<file path="src/rtl/cvt_health_pkg.sv">
package cvt_health_pkg;
   // Positions of the fault causes in the cause vector
   localparam int CAUSE_LOS = 0;
   localparam int CAUSE_LOR = 1;
   localparam int CAUSE_ERR = 2;
   localparam int N_CAUSE   = 3;

   // Resolution select: code c gives (RES_MIN + RES_STEP*c) bits
   localparam int RES_SEL_W = 2;
   localparam int RES_CODES = 1 << RES_SEL_W;
   localparam int RES_STEP  = 2;

   typedef logic [N_CAUSE-1:0] cause_vec_t;
endpackage

</file>
<file path="src/rtl/cvt_amp_detect.sv">
module cvt_amp_detect #(
   parameter int AMP_W  = 12,
   parameter int AMP_TH = 410
) (
   input  logic [AMP_W-1:0] sin_amp,
   input  logic [AMP_W-1:0] cos_amp,
   input  logic [AMP_W-1:0] ref_amp,
   output logic             los_raw,
   output logic             lor_raw
);
   localparam logic [AMP_W-1:0] TH = AMP_W'(AMP_TH);

   generate
      if (AMP_TH < 1 || AMP_TH >= (1 << AMP_W)) begin : g_bad_th
         $error("cvt_amp_detect: AMP_TH out of range for AMP_W");
      end
   endgenerate

   logic sin_low, cos_low;

   always_comb begin
      sin_low = (sin_amp < TH);
      cos_low = (cos_amp < TH);
      los_raw = sin_low & cos_low;
      lor_raw = (ref_amp < TH);
   end
endmodule

</file>
<file path="src/rtl/cvt_err_detect.sv">
module cvt_err_detect
   import cvt_health_pkg::*;
#(
   parameter int ERR_W     = 16,
   parameter int ERR_LIMIT = 100
) (
   input  logic signed [ERR_W-1:0]     trk_err,
   input  logic        [RES_SEL_W-1:0] res_sel,
   output logic                        err_raw
);
   localparam int MAG_W     = ERR_W + 1;
   localparam int MAX_SHIFT = RES_STEP * (RES_CODES - 1);

   generate
      if ((ERR_LIMIT << MAX_SHIFT) >= (1 << (ERR_W - 1))) begin : g_bad_lim
         $error("cvt_err_detect: scaled limit does not fit ERR_W");
      end
      if (ERR_LIMIT < 1) begin : g_bad_lim0
         $error("cvt_err_detect: ERR_LIMIT must be positive");
      end
   endgenerate

   logic [MAG_W-1:0] ext, mag, limit;
   logic [3:0]       shamt;

   always_comb begin
      // sign-extend by one bit so the most negative code has a true magnitude
      ext   = {trk_err[ERR_W-1], trk_err};
      mag   = ext[MAG_W-1] ? (~ext + MAG_W'(1)) : ext;
      shamt = 4'(RES_STEP * (RES_CODES - 1 - int'(res_sel)));
      limit = MAG_W'(ERR_LIMIT) << shamt;
      err_raw = (mag > limit);
   end
endmodule

</file>
<file path="src/rtl/cvt_qual_filter.sv">
module cvt_qual_filter #(
   parameter int QUAL_N = 3
) (
   input  logic clk,
   input  logic rst_n,
   input  logic sample_valid,
   input  logic cond,
   output logic flag
);
   generate
      if (QUAL_N < 1) begin : g_bad_q
         $error("cvt_qual_filter: QUAL_N must be at least 1");
      end

      if (QUAL_N == 1) begin : g_direct
         logic flag_q;
         always_ff @(posedge clk or negedge rst_n) begin
            if (!rst_n)            flag_q <= 1'b0;
            else if (sample_valid) flag_q <= cond;
         end
         assign flag = flag_q;
      end else begin : g_count
         localparam int CNT_W = $clog2(QUAL_N + 1);
         localparam logic [CNT_W-1:0] CNT_MAX = CNT_W'(QUAL_N);
         logic [CNT_W-1:0] run_q;
         always_ff @(posedge clk or negedge rst_n) begin
            if (!rst_n) run_q <= '0;
            else if (sample_valid) begin
               if (!cond)                run_q <= '0;
               else if (run_q != CNT_MAX) run_q <= run_q + CNT_W'(1);
            end
         end
         assign flag = (run_q == CNT_MAX);
      end
   endgenerate

   // a clean sample clears the cause on the accepting edge
   a_r5_clear_on_clean: assert property (@(posedge clk) disable iff (!rst_n)
      (sample_valid && !cond) |=> !flag);
   // a cause only appears on the edge that accepts a faulty sample
   a_r5_rise_needs_sample: assert property (@(posedge clk) disable iff (!rst_n)
      $rose(flag) |-> $past(sample_valid && cond));
   // no strobe, no change
   a_r5_hold_without_strobe: assert property (@(posedge clk) disable iff (!rst_n)
      !sample_valid |=> $stable(flag));
endmodule

</file>
<file path="src/rtl/cvt_health_mon.sv">
module cvt_health_mon
   import cvt_health_pkg::*;
#(
   parameter int AMP_W     = 12,
   parameter int AMP_TH    = 410,
   parameter int ERR_W     = 16,
   parameter int ERR_LIMIT = 100,
   parameter int QUAL_N    = 3
) (
   input  logic                    clk,
   input  logic                    rst_n,
   input  logic                    sample_valid,
   input  logic [AMP_W-1:0]        sin_amp,
   input  logic [AMP_W-1:0]        cos_amp,
   input  logic [AMP_W-1:0]        ref_amp,
   input  logic signed [ERR_W-1:0] trk_err,
   input  logic [1:0]              res_sel,
   output logic                    bit_n,
   output logic [2:0]              cause
);
   generate
      if (RES_SEL_W != 2) begin : g_bad_sel
         $error("cvt_health_mon: res_sel width mismatch with package");
      end
   endgenerate

   logic       los_raw, lor_raw, err_raw;
   cause_vec_t raw_vec, flag_vec;
   logic       settled_q;

   cvt_amp_detect #(.AMP_W(AMP_W), .AMP_TH(AMP_TH)) u_amp (
      .sin_amp (sin_amp),
      .cos_amp (cos_amp),
      .ref_amp (ref_amp),
      .los_raw (los_raw),
      .lor_raw (lor_raw)
   );

   cvt_err_detect #(.ERR_W(ERR_W), .ERR_LIMIT(ERR_LIMIT)) u_err (
      .trk_err (trk_err),
      .res_sel (res_sel),
      .err_raw (err_raw)
   );

   always_comb begin
      raw_vec            = '0;
      raw_vec[CAUSE_LOS] = los_raw;
      raw_vec[CAUSE_LOR] = lor_raw;
      raw_vec[CAUSE_ERR] = err_raw;
   end

   for (genvar gi = 0; gi < N_CAUSE; gi++) begin : g_qual
      cvt_qual_filter #(.QUAL_N(QUAL_N)) u_q (
         .clk          (clk),
         .rst_n        (rst_n),
         .sample_valid (sample_valid),
         .cond         (raw_vec[gi]),
         .flag         (flag_vec[gi])
      );
   end

   // power-up hold: released by the first sample inside the error limit
   always_ff @(posedge clk or negedge rst_n) begin
      if (!rst_n)                        settled_q <= 1'b0;
      else if (sample_valid && !err_raw) settled_q <= 1'b1;
   end

   assign cause = flag_vec;
   assign bit_n = settled_q & ~(|flag_vec);

   // the settle latch never falls back outside reset
   a_r7_settle_sticky: assert property (@(posedge clk) disable iff (!rst_n)
      settled_q |=> settled_q);
   // flag held while unsettled
   a_r7_hold_until_settled: assert property (@(posedge clk) disable iff (!rst_n)
      !settled_q |-> !bit_n);
   // a loss-of-signal report starts only after a sample with both channels low
   a_r2_los_both_low: assert property (@(posedge clk) disable iff (!rst_n)
      $rose(cause[CAUSE_LOS]) |-> $past(sin_amp < AMP_W'(AMP_TH) && cos_amp < AMP_W'(AMP_TH)));
   // a loss-of-reference report starts only after a low reference sample
   a_r3_lor_low: assert property (@(posedge clk) disable iff (!rst_n)
      $rose(cause[CAUSE_LOR]) |-> $past(ref_amp < AMP_W'(AMP_TH)));
   // a reported cause always pulls the flag low
   a_r8_cause_pulls_low: assert property (@(posedge clk) disable iff (!rst_n)
      (|cause) |-> !bit_n);
endmodule

</file>
<file path="config.mk">
export PLATFORM = sky130hd
export DESIGN_NAME = cvt_health_mon
export DESIGN_NICKNAME = d
export VERILOG_FILES = /design/src/rtl/cvt_health_pkg.sv /design/src/rtl/cvt_amp_detect.sv /design/src/rtl/cvt_err_detect.sv /design/src/rtl/cvt_qual_filter.sv /design/src/rtl/cvt_health_mon.sv
export SDC_FILE = /design/constraint.sdc
export NUM_CORES = 1
export LEC_CHECK = 0
export BUFFER_PORTS_ARGS = -buffer_cell sky130_fd_sc_hd__buf_4
export CORE_MARGIN = 2
export CORE_UTILIZATION = 44
export CTS_CLUSTER_SIZE = 25
export DETAILED_ROUTE_END_ITERATION = 6
export HOLD_SLACK_MARGIN = 0.08
export PLACE_DENSITY = 0.82
export SKIP_CTS_REPAIR_TIMING = 1
export SLEW_MARGIN = 20
export SYNTH_ARGS = -nofsm -noshare
export SYNTH_HDL_FRONTEND = slang
export SYNTH_SLANG_ARGS = --single-unit
</file>
<file path="constraint.sdc">
create_clock -name clk -period 1.65 [get_ports clk]
set_clock_uncertainty 0.15 [all_clocks]
set_input_delay 0 -clock clk [delete_from_list [all_inputs] [get_ports clk]]
set_output_delay 0 -clock clk [all_outputs]
set_load 0.02 [all_outputs]
</file>
-- Word level (Yosys, flattened, before mapping)
Index checks and enable logic that the tools add are counted.
- mux-type cells: 7
- $mul: 0
- shift-type cells: 1
- bitwise operators: 4
- add/subtract/negate cells: 5
- reductions and logical operators: 6
- equality and inequality tests: 9
- div/mod/pow operators: 0
- magnitude comparators: 4
- operators by type and width (cell ; count):
    $lt A12 B9 Y1 const B ; 3
    $add A17 B1 Y17 const B ; 1
    $gt A17 B17 Y1 ; 1
    $mux W17 ; 1
    $not A17 Y17 ; 1
    $shl A7 B4 Y17 const A ; 1
    $mux W2 ; 6
    $ne A2 B2 Y1 const B ; 6
    $add A2 B1 Y2 const B ; 3
    $eq A2 B2 Y1 const B ; 3
    $reduce_and A2 Y1 ; 3
    $reduce_or A3 Y1 ; 1
    $sub A2 B2 Y3 const A ; 1
    $and A1 B1 Y1 ; 2
    $logic_and A1 B1 Y1 ; 1
    $logic_not A1 Y1 ; 1
    $not A1 Y1 ; 1
- logic and storage cells: 40
- ROM bits: 0
- input port bits: 57
- memories: 0
- output and inout bits: 4
- memory bits (writable): 0
- latch bits: 0
- register bits: 7

-- Longest topological paths before layout
Gate-level depths: netlist (run 1).
- depth in word-level cells: 6
- mapped depth: 12
- gate-level depth less buffers: 12

-- By module
A second synthesis (run 1) with hierarchy kept.
- cell total of the unflattened synthesis: 120
- area total of the unflattened synthesis: 1049.8 um2
- by module, submodules not included (module ; times used ; cells each ; area an instance (um2) ; seq. area each (um2)):
    cvt_err_detect ; 1 ; 74 ; 554.3 ; 0.0
    cvt_qual_filter ; 3 ; 10 ; 117.6 ; 50.0
    cvt_amp_detect ; 1 ; 12 ; 91.3 ; 0.0
    cvt_health_mon ; 1 ; 4 ; 51.3 ; 25.0

-- Worst setup path before layout (run 1)
No wires, ideal clock.
- path kind: input to register
- from: input port trk_err[0]
- to: register g_qual[2].u_q.g_count.run_q[0]
- stages: 12
- data arrival time: 2.002 ns
- library setup time: 0.135 ns
- path slack: -0.637 ns
- cell sequence: inv_1 > ha_1 > nor2b_1 > nand2_1 > o41ai_2 > xnor2_1 > ha_1 > a21oi_1 > o21ai_0 > a2111oi_0 > a21o_1 > a21oi_1
- longest elaborated chain between the ends: 6
- RTL lines (item ; RTL line ; RTL):
    from (decl) ; cvt_health_mon.sv:16 ; input logic signed [ERR_W-1:0] trk_err,
    $not A17 Y17 ; cvt_err_detect.sv:29 ; mag = ext[MAG_W-1] ? (~ext + MAG_W'(1)) : ext;
    $add A17 B1 Y17 ; cvt_err_detect.sv:29 ;
    $mux W17 * ; cvt_err_detect.sv:29 ;
    $gt A17 B17 Y1 * ; cvt_err_detect.sv:32 ; err_raw = (mag > limit);
    $ne A2 B2 Y1 (no source line) ; -- ;
    $reduce_and A2 Y1 (no source line) ; -- ;
    to (signal assigned) ; cvt_qual_filter.sv:30 ; else if (run_q != CNT_MAX) run_q <= run_q + CNT_W'(1);
    to (decl) ; cvt_qual_filter.sv:25 ; logic [CNT_W-1:0] run_q;
Mark *: on every way between the ends. The rest lies on a longest branch, timed or not.
A chain may end at the register's enable or synchronous reset.

-- Worst setup path after layout (run 1)
- from: input port trk_err[6]
- to: register settled_q
- longest elaborated chain between the ends: 6
- RTL lines (item ; RTL line ; RTL):
    $not A17 Y17 ; cvt_err_detect.sv:29 ;
    $add A17 B1 Y17 ; cvt_err_detect.sv:29 ;
    $mux W17 * ; cvt_err_detect.sv:29 ;
    $gt A17 B17 Y1 * ; cvt_err_detect.sv:32 ;
    $logic_not A1 Y1 * ; -- ;
    $logic_and A1 B1 Y1 * ; cvt_health_mon.sv:65 ; else if (sample_valid && !err_raw) settled_q <= 1'b1;
    to (signal assigned) ; cvt_health_mon.sv:64 ; if (!rst_n) settled_q <= 1'b0;
    to (signal assigned) ; cvt_health_mon.sv:65 ;
    to (decl) ; cvt_health_mon.sv:29 ; logic settled_q;
Marks and branches as above.

==> impl_results.md, run 1 <==
* Filler cell count in the final layout at 153
* DRC Markers at 0
* Ant diodes at 0
* Critical Path RT at 1.65 ns
* Complex-gate fraction of the synthesized area at 25.5%
* VDD IR max at 586 uV
* Failing checks: setup timing
* Fin crit share at 142%
* Hold crit path type: in -> reg
* Gp weighted congestion at 0.976
* Worst EP arrival at 2.35 ns
* Die width at 52.5 um
* Worst slack, placed at -0.985 ns
* Register area share after synthesis at 16.9%
* XOR/XNOR Fraction of Synth Area at 10.2%
* Top-area cell type share of the netlist area at 16.9%
* Worst-Margin Slew at 0.441 ns
* Final wirelength at 3120 um
* Initial DRC Count at 26
* Setup TNS at -1.96 ns
* First-pass GRT wire length at 4890 um
* First drt pass iteration count at 4
* Sequential share of power at 23.8%
* Area Growth Syn to Fin at 68.3%
* CTS Buffer Depth at 2
* Crit end category: flop
* Vias in the first global route at 1304
* Fmax at 426 MHz
* Lkg Pwr at 0.868 nW
* Worst-path fanout max at 3
* Final antenna-violating net count at 0
* Final WS setup at -0.700 ns
* Register-to-Register Setup Slack at 0.23 ns
* Port-buffer cells at 57
* Min Tclk post-route at 2.35 ns
* Slew headroom at 70.3%
* Largest net degree at the start of global routing at 8
* Post-DP HPWL at 2650 um
* WL per Instance at 13.9 um
* Flops & latches, synth at 7
* Core outline area at 0.00221 mm2
* Syn avg cell area at 8.99 um2
* Top cells by area, synth: dfrtp_1, ha_1, xnor2_1
* H-tree depth at 1
* Most common cell after layout, fill and taps aside: buf_4
* Internal cell power at 0.000598 W
* TritonCTS Buffers at 3
* Power per Cell Area at 535 mW/mm2
* Critical setup path kind: in -> reg
* Cell variety after synth at 38
* P_sw at 0.000332 W
* Mux cell area share after synthesis at 5.08%
* Finished Layout Cells at 225
* Synth Area in Adders at 16.9%
* Vias at 1255
* Synth Area in Simple Gates at 21.7%
* Num rows at 17
* Largest family of logic cells by synthesized area: compound AO/OA/AOI/OAI gates
* Post-Syn Area at 0.00103 mm2
* Die ar. at 0.00275 mm2
* Clk root buf: clkbuf_4
* Max-cap violation count at 0
* Run status: finished, violations left
* GR Overflow Total at 0
* Final Core Density at 78.6%
* Post-synth top area cell: dfrtp_1
* Setup crit start kind: primary input
* Clk_lat worst skew at 0.26 ns
* Overall Global Routing Usage at 23.5%
* Clock slew at reported path FFs at 0.05 ns
* CTS tree: done
* RSZ-0062 raised after global routing: true
* Most frequent cells in the layout: buf_4, ha_1, xnor2_1, nand2_1, dfrtp_1
* Post-synthesis cell count at 115
* Clk pwr share at 16.7%
* Chip height at 52.5 um
* Endpoints failing setup at 3
* Final nets at 269
* Pins Over Slew Limit at 0
* Initial antenna violation count at 0
* Initial Utilization at 46.7%
* Sink Count at 7
* Share of cells above drive strength 1 at 52.3%
* Switch share at 35.7%
* Placed Instances at 217
* Vias per std cell at 5.58
* Io pins at 61
* Syn nets at 186
* Ys Warns at 0
* Combinational share of power at 59.5%
* Fin. Hold Viols at 0
worst max-delay path, stage by stage:
cell,delay (ns)
buf_6,0.09
or4_4,0.56
o41ai_4,0.34
xnor2_1,0.11
ha_1,0.36
buf_6,0.11
nand4_1,0.15
o211ai_1,0.16
o41ai_2,0.10
a21o_1,0.20
a21o_1,0.16
registers in the layout (all words and copies together), names as in the netlist:
name,count
g_qual.u_q.g_count.run_q,6
settled_q,1
metal layers:
layer / vias to the layer above / global-route usage, % / wire (um)
met1: 596 / 22.5 / 1180
met4: 0 / 8.97 / 31
met3: 4 / 4.00 / 144
met2: 43 / 48.1 / 1770
li1: 612 / - / -
met5: - / 0 / 0
final cells by class:
cell class | instances | area [um2] | area share (%)
clock buffer | 4 | 26.3 | 1.51
multi-input combinational | 101 | 860 | 49.4
tap | 28 | 35.0 | 2.01
timing repair buffer | 82 | 632 | 36.3
inverter | 3 | 11.3 | 0.647
sequential | 7 | 175 | 10.1
power groups by stage:
stage	combinational [W]	clock, W	sequential (W)
detailed placement	0.000521	0	0.000224
CTS	0.000524	0.000162	0.000221
floorplan	0.000287	0	0.000219
global placement	0.000494	0	0.000222
global route	0.000601	0.000168	0.000225
finish	0.000553	0.000156	0.000221
cell usage after synthesis (all sizes together):
master and count:
nand4 4, inv 3, nor2b 2, xnor2 11
nor2 5, and3 1, xor2 1, a22o 2
a21bo 2, nor4 2, o211ai 2, nand2b 3
mux2i 3, buf 3, o21ai 5, a21o 2
a21boi 1, mux2 2, o41ai 4, nand3 1
o31ai 3, a21oi 7, o311ai 2, ha 14
clkbuf 1, o211a 2, or4b 1, nor3 4
nand2 8, and3b 2, dfrtp 7, a2111oi 1
nor4b 1, or4 2, or2 1
cells by family (layout without fill, tap and decap cells):
kind of cell,after synthesis,count (layout)
AOI/OAI and AO/OA,33,33
xor gates and xnor gates,12,12
adders and majority gates,14,14
buffers and inverters,7,89
DFF,7,7
muxes,5,5
and+or+nand+nor,37,37
path summary, 6_finish.rpt:
check	from	depth (start not counted)	endpoint
worst min-delay path	sample_valid	3	g_qual[1].u_q.g_count.run_q[1]
worst max register to register	g_qual[2].u_q.g_count.run_q[0]	4	g_qual[2].u_q.g_count.run_q[1]
worst min register to register	settled_q	1	settled_q
worst max-delay path	trk_err[6]	11	settled_q
min in group asynchronous	rst_n	3	g_qual[0].u_q.g_count.run_q[1]
max in group asynchronous	rst_n	3	g_qual[1].u_q.g_count.run_q[1]
through the flow:
stage,power (W),hold slack (ns),cell area [um2]
after floorplan,0.000506,-0.446,1050
after global placement,0.000717,-0.335,1640
after detailed placement,0.000746,-0.331,1640
after CTS,0.000908,-0.612,1670
after global routing,0.000995,0.0831,1740
final,0.000930,0.0493,1740
(Power assumes the default switching activity.)
==> inputs of run 2 (changes only) <==
ABC_AREA = 1   (was not set)
ABC_CLOCK_PERIOD_IN_PS = 1650   (was not set)
CORE_UTILIZATION = 45   (was 44)
PLACE_DENSITY = 0.81   (was 0.82)
==> run 2 against run 1 <==
  * The flow finishes with violations (hold timing, setup timing)
  * Clock power about the same
  * Combinational power rose by 5.6%
  * Sequential power hardly changed
  * Sequential share of layout area down 1.1 points
  * Hold slack worse by 0.054 ns
  * Non-clock buffer count grew 6
  * Critical path depth up 8
  * Fmax up 25%
  * Clock-buffer cell count unchanged
  * Cell count up 36%
  * Largest cell class unchanged
==> impl_results.md, run 2 <==
* Run status: finished, violations left
* Failing checks: hold timing, setup timing
* CTS tree: done
* P_sw at 0.000364 W (+9.8%)
* Final Core Density at 79.8% (+1.2 points)
* Internal cell power at 0.000594 W (-0.70%)
* WL per Instance at 10.8 um (-22%)
* Pins Over Slew Limit at 0 (unchanged)
* RSZ-0062 raised after global routing: true
* First drt pass iteration count at 6 (+2)
* Fin. Hold Viols at 1 (+1)
* Largest net degree at the start of global routing at 8 (unchanged)
* Met3 Use GR at 2.73% (-1.3 points)
* Initial Utilization at 46.8% (+0.070 points)
* Min-Delay Path Depth at 5 (+2)
* Crit-path cells: buf_8 -> inv_8 -> ha_4 -> nand2_4 -> nor2_4 -> nand3_2 -> nand2_2 -> o21ai_2 -> xor2_1 -> ha_1 -> nand2_2 -> nor3_2 -> nand2_1 -> nor2_1 -> nand4_1 -> nand2_2 -> nand2_2 -> nand2_1 -> nand2_1
* Fmax at 532 MHz (+25%)
* Sequential share of power at 22.8% (-1.0 points)
* Synth Area in Simple Gates at 39.5% (+18 points)
* Worst path top cell family by delay: simple AND/OR/NAND/NOR gates
* Clock slew at reported path FFs at 0.05 ns (about the same)
* Share of cells above drive strength 1 at 41.3% (-11 points)
* TritonCTS Buffers at 3 (unchanged)
* Flops & latches, synth at 7 (unchanged)
* Top cells by area, synth: nand2_1, dfrtp_1, ha_1
* Ant diodes at 0 (unchanged)
* Port-buffer cells at 57 (unchanged)
* WP buf/inv at 2 (unchanged)
* Io pins at 61 (unchanged)
* Clk pwr share at 16.3% (-0.4 points)
* Final WS setup at -0.229 ns (+0.471 ns)
* H-tree depth at 1 (unchanged)
* Vias at 1496 (+19%)
* Slowest cell on crit path: ha_1
* Clk root buf: clkbuf_4
* Most frequent cells after synthesis: nand2_1, nor2_1, inv_1
* Post-synthesis cell count at 188 (+63%)
* Switch share at 38.0% (+2.3 points)
* Max-cap violation count at 0 (unchanged)
* Vias in the first global route at 1220 (-6.4%)
* Power after layout at 0.000958 W (+3.0%)
* Reg2Reg Depth at 5 (+1)
* Final nets at 348 (+29%)
* Overall Global Routing Usage at 20.8% (-2.7 points)
* Most common cell after layout, fill and taps aside: buf_4
* Chip height at 54.5 um (+3.9%)
* Worst EP arrival at 1.88 ns (-0.47 ns)
* Initial antenna violation count at 0 (unchanged)
* Core outline area at 0.00245 mm2 (+11%)
* Endpoints failing setup at 4 (+1)
* Number of flops mapped to enable cells by yosys at 0 (unchanged)
* Power per Cell Area at 489 mW/mm2 (-8.5%)
* Fin crit share at 114% (-29 points)
* Die ar. at 0.00297 mm2 (+8.0%)
* Top cell by count, worst path: nand2_2
* Register area share after synthesis at 15.3% (-1.7 points)
* Final antenna-violating net count at 0 (unchanged)
* Cell variety after synth at 26 (-32%)
* Top-area cell type share of the netlist area at 17.0% (+0.044 points)
* Syn avg cell area at 6.11 um2 (-32%)
* Num rows at 18 (+1)
* Vias per std cell at 4.89 (-12%)
* Post-Syn Area at 0.00115 mm2 (+11%)
* Hold crit path type: in -> reg
* DRC Markers at 0 (unchanged)
* Mux cell area share after synthesis at 0% (-5.1 points)
* Lkg Pwr at 1.03 nW (+18%)
* Sink Count at 7 (unchanged)
* Largest family of logic cells by synthesized area: simple AND/OR/NAND/NOR gates
* CTS Buffer Depth at 2 (unchanged)
* Max reg flops at 6 (unchanged)
* Clk_lat worst skew at 0.25 ns (about the same)
* Routing usage on met1 at 22.8% (+0.35 points)
* Die width at 54.5 um (+3.9%)
* Slew headroom at 71.6% (+1.2 points)
* XOR/XNOR Fraction of Synth Area at 7.63% (-2.5 points)
* Critical Path Stages at 19 (+8)
* Combinational share of power at 61.0% (+1.5 points)
* Count leader, synth: nand2_1
* GR Overflow Total at 0 (unchanged)
* Post-DP HPWL at 2560 um (-3.1%)
* Worst-Margin Slew at 0.423 ns (-0.0185 ns)
* Ys Warns at 0 (unchanged)
* Filler cell count in the final layout at 180 (+18%)
* Most frequent cells in the layout: buf_4, nand2_1, inv_1, nor2_1, ha_1
* Worst-path fanout max at 3 (unchanged)
* Setup crit start kind: primary input
* Met2 GRT Util at 40.6% (-7.6 points)
* Gp weighted congestion at 0.773 (-21%)
* Min Tclk post-route at 1.88 ns (-0.471 ns)
* Regs by FF count: g_qual.u_q.g_count.run_q (6), settled_q (1)
* Area Growth Syn to Fin at 70.6%
* Crit end category: flop
* Min Hold Slack at -0.00448 ns (-0.0538 ns)
* Max incr delay on CP at 0.32 ns (-0.24 ns)
* Async set or reset register ratio after synthesis at 100% (unchanged)
* VDD IR max at 507 uV (-13%)
* Critical setup path kind: in -> reg
* Synth Area in Adders at 15.3% (-1.7 points)
* Complex-gate fraction of the synthesized area at 11.9% (-14 points)
* Post-synth top area cell: nand2_1
* Syn nets at 259 (+39%)
* First-pass GRT wire length at 4550 um (-6.9%)
* Critical Path RT at 1.65 ns (about the same)
* Final wirelength at 3300 um (+5.5%)
* Synth Flop Type: dfrtp_1
* Global route hottest layer: met2
* Initial DRC Count at 15 (-42%)
* Reg with most FFs: g_qual.u_q.g_count.run_q
run 2: tightest hold or removal path, stage by stage:
cell and delay, ns:
buf_4 0.07, or3_1 0.09, a31oi_1 0.06, nand2_1 0.06
o21ai_0 0.07
run 2: layer usage:
layer	routed length [um]	vias up
met3	255	7
met2	1660	49
met4	48	0
met1	1340	649
li1	-	791
met5	0	-
run 2: power groups by stage:
| stage | combinational, W | clock, W | sequential, W |
|---|---|---|---|
| finish | 0.000584 | 0.000156 | 0.000218 |
| floorplan | 0.000303 | 0 | 0.000217 |
| detailed placement | 0.000532 | 0 | 0.000221 |
| global route | 0.000655 | 0.000168 | 0.000223 |
| global placement | 0.000525 | 0 | 0.000219 |
| CTS | 0.000535 | 0.000159 | 0.000218 |
run 2: area by class of cell:
cell class | instances | area (um2) | share of cell area, %
Clock buffer | 4 | 26.3 | 1.34
Timing Repair Buffer | 88 | 684 | 34.9
Sequential cell | 7 | 175 | 8.94
Inverter | 24 | 110 | 5.62
Multi-Input combinational cell | 153 | 926 | 47.3
Tap cell | 30 | 37.5 | 1.92
run 2: path summary, 6_finish.rpt:
path                                           startpoint                              to  slack (ns)
max                                            trk_err[0]  g_qual[2].u_q.g_count.run_q[1]       -0.23
min                                            ref_amp[9]  g_qual[1].u_q.g_count.run_q[1]      -0.004
max reg2reg                g_qual[0].u_q.g_count.run_q[0]  g_qual[0].u_q.g_count.run_q[0]        0.19
min reg2reg                                     settled_q                       settled_q        0.33
max in group asynchronous                           rst_n  g_qual[1].u_q.g_count.run_q[0]        0.54
min in group asynchronous                           rst_n  g_qual[2].u_q.g_count.run_q[1]        0.57
run 2: logic make-up (layout without fill, tap and decap cells):
group | Yosys count | after routing
compound gates | 24 | 24
xor+xnor | 10 | 10
fa+ha+maj | 14 | 14
buf+inv | 28 | 116
flops | 7 | 7
simple gates | 105 | 105
run 2: metrics by stage:
stage	instance area [um2]	setup slack, ns	setup TNS, ns	std cells
after floorplan	1190	-0.323	-0.804	188
final	1960	-0.229	-0.628	306
after CTS	1830	-0.338	-0.912	299
after detailed placement	1800	-0.601	-1.70	295
after global placement	1800	-0.544	-1.51	295
after global routing	1960	-0.426	-1.26	306
==> inputs of run 3 (changes only) <==
CELL_PAD_IN_SITES_DETAIL_PLACEMENT = 0   (was not set)
CELL_PAD_IN_SITES_GLOBAL_PLACEMENT = 1   (was not set)
CORE_UTILIZATION = 29   (was 45)
==> run 3 against run 2 <==
  * Critical endpoint unchanged
  * Sequential share of layout area is 0.12 points lower
  * The run ends with setup timing left
  * Hold slack better by 0.045 ns
  * Sequential cell count stayed put
  * Highest routed layer is now met3
  * Core utilization is 27 points lower
  * Largest power group unchanged
  * Global-route usage is 7.3 points lower
  * First-iteration DRC count is 87% higher
==> impl_results.md, run 3 (synthesis results as in run 2) <==
* DRC Markers at 0 (unchanged)
* Max incr delay on CP at 0.31 ns (about the same)
* Sequential share of power at 21.2% (-1.6 points)
* Top cell by count, worst path: nand2_2
* Port-buffer cells at 57 (unchanged)
* Worst EP arrival at 1.91 ns (+0.03 ns)
* P_sw at 0.000355 W (-2.5%)
* Ant diodes at 0 (unchanged)
* Met1 WL at 1470 um (+9.9%)
* Crit-path cells: buf_8 -> inv_8 -> ha_4 -> nand2_2 -> nor2_2 -> nand3_1 -> nand2_2 -> o21ai_2 -> xor2_1 -> ha_1 -> nand2_2 -> nor3_2 -> nand2_1 -> nor2_1 -> nand4_1 -> nand2_2 -> nand2_2 -> nand2_1 -> nand2_1
* Area Growth Syn to Fin at 73.0%
* Worst r2r src: g_qual[0].u_q.g_count.run_q[0]
* Switch share at 34.7% (-3.4 points)
* Final nets at 350 (+0.57%)
* First-pass GRT wire length at 4740 um (+4.2%)
* Worst-Margin Slew at 0.324 ns (-0.0987 ns)
* Min Tclk post-route at 1.94 ns (+0.0602 ns)
* Initial antenna violation count at 0 (unchanged)
* Fin. Hold Viols at 0 (-1)
* GR Overflow Total at 0 (unchanged)
* Clk root buf: clkbuf_8
* Overall Global Routing Usage at 13.4% (-7.3 points)
* Placed Instances at 315 (+6.8%)
* Share of cells above drive strength 1 at 38.5% (-2.8 points)
* Fmax at 516 MHz (-3.1%)
* Setup crit start kind: primary input
* Slew headroom at 78.3% (+6.8 points)
* CTS Buffer Depth at 2 (unchanged)
* Vias at 1443 (-3.5%)
* Gp weighted congestion at 0.806 (+4.2%)
* Final Core Density at 53.1% (-27 points)
* Failing checks: setup timing
* Register-to-Register Setup Slack at 0.22 ns (+0.03 ns)
* Fin crit share at 118% (+3.6 points)
* Finished Layout Cells at 326 (+6.5%)
* Initial Utilization at 30.7% (-16 points)
* Final antenna-violating net count at 0 (unchanged)
* TritonCTS Buffers at 3 (unchanged)
* Pins Over Slew Limit at 0 (unchanged)
* Chip height at 66.9 um (+23%)
* CTS tree: done
* WP buf/inv at 2 (unchanged)
* First drt pass iteration count at 4 (-2)
* Critical Path RT at 1.62 ns (-0.03 ns)
* RR Endpoint: g_qual[0].u_q.g_count.run_q[0]
* Met3 wire length at 303 um (+19%)
* Io pins at 61 (unchanged)
* Initial DRC Count at 28 (+13)
* Regs by FF count: g_qual.u_q.g_count.run_q (6), settled_q (1)
* Critical setup path kind: in -> reg
* RSZ-0062 raised after global routing: true
* Uppermost routed layer: met3
* Sink Count at 7 (unchanged)
* Min-Delay Path Depth at 5 (unchanged)
* Combinational share of power at 55.7% (-5.3 points)
* Internal cell power at 0.000669 W (+13%)
* Reg with most FFs: g_qual.u_q.g_count.run_q
* Max-cap violation count at 0 (unchanged)
* H-tree depth at 1 (unchanged)
* Endpoints failing setup at 3 (-1)
* Most common cell after layout, fill and taps aside: buf_4
* Core outline area at 0.00374 mm2 (+52%)
* Max reg flops at 6 (unchanged)
* Die ar. at 0.00448 mm2 (+51%)
* Final WS setup at -0.289 ns (-0.0602 ns)
* Worst-path fanout max at 3 (unchanged)
* Clk_lat worst skew at 0.22 ns (-0.03 ns)
* Post-DP HPWL at 2700 um (+5.2%)
* Hold Path End: g_qual[1].u_q.g_count.run_q[1]
* Slowest cell on crit path: ha_1
* Worst Setup SP: trk_err[0]
* Hold crit path type: in -> reg
* Met2 wire len at 1430 um (-14%)
* Run status: finished, violations left
* Vias per std cell at 4.43 (-9.5%)
* Worst hold path startpoint: ref_amp[10]
* VDD IR max at 213 uV (-58%)
* Most frequent cells in the layout: buf_4, nand2_1, nor2_1, inv_1, ha_1
* Clk pwr share at 23.1% (+6.8 points)
* Largest net degree at the start of global routing at 8 (unchanged)
* Reg2Reg Depth at 5 (unchanged)
* Crit end category: flop
* Clock slew at reported path FFs at 0.04 ns (about the same)
* Power per Cell Area at 516 mW/mm2 (+5.5%)
* WL per Instance at 9.83 um (-8.8%)
* Vias in the first global route at 1229 (+0.74%)
* Die width at 66.9 um (+23%)
* Final wirelength at 3200 um (-2.8%)
* Lkg Pwr at 1.04 nW (+0.98%)
* Num rows at 22 (+4)
* Worst path top cell family by delay: simple AND/OR/NAND/NOR gates
* Critical Path Stages at 19 (unchanged)
-- run 3: cell types whose count changed in the layout (fill, tap and decap cells not counted) --
cell	delta
nor2_1	+5
nor2_2	-4
clkbuf_4	-3
clkbuf_8	+3
nand2_1	+2
a21oi_1	+1
a21oi_2	-1
buf_4	+1
dlygate4sd3_1	+1
nand2_2	-1
nand2_4	-1
nor2_4	-1
-- run 3: layout make-up --
class | instances | area, um2
Clock buffer | 4 | 45.0
Multi-Input combinational cell | 153 | 895
Fill cell | 397 | 1760
Sequential cell | 7 | 175
Inverter | 24 | 110
Tap cell | 48 | 60.1
Timing Repair Buffer | 90 | 702
-- run 3: power groups by stage --
stage / Sequential [W] / Clock, W / Combinational, W
after global placement: 0.000219 / 0 / 0.000539
after detailed placement: 0.000219 / 0 / 0.000540
after CTS: 0.000217 / 0.000247 / 0.000543
after global routing: 0.000218 / 0.000255 / 0.000640
final: 0.000217 / 0.000237 / 0.000571
after floorplan: 0.000217 / 0 / 0.000303
-- run 3: layer usage --
layer	vias up	GRT usage (%)
met5	-	0
met4	0	3.83
met3	0	2.20
met2	55	23.9
met1	596	16.5
li1	792	-
-- run 3: worst min-delay path, cell delays in order --
cell,delay [ns]
buf_4,0.07
or3_1,0.09
a31oi_1,0.06
nand2_1,0.05
o21ai_0,0.08
-- run 3: through the flow --
step           area, um2  hold slack, ns  setup slack, ns  TNS (ns)  power, W
2_1_floorplan       1190          -0.446           -0.323    -0.804  0.000519
3_3_place_gp        1840          -0.335           -0.593     -1.69  0.000758
3_5_place_dp        1840          -0.333           -0.636     -1.74  0.000759
4_1_cts             1880          -0.574           -0.404     -1.05   0.00101
5_1_grt             1990          0.0696           -0.494     -1.32   0.00111
6_report            1990          0.0400           -0.289    -0.706   0.00102
-- run 3: how the worst max path moves through the flow --
stage	endpoint	slack, ns
6_report	g_qual[2].u_q.g_count.run_q[1]	-0.29
3_5_place_dp	g_qual[2].u_q.g_count.run_q[1]	-0.64
5_1_grt	g_qual[2].u_q.g_count.run_q[1]	-0.49
4_1_cts	g_qual[2].u_q.g_count.run_q[1]	-0.40
2_1_floorplan	g_qual[2].u_q.g_count.run_q[1]	-0.32
3_3_place_gp	g_qual[2].u_q.g_count.run_q[1]	-0.59
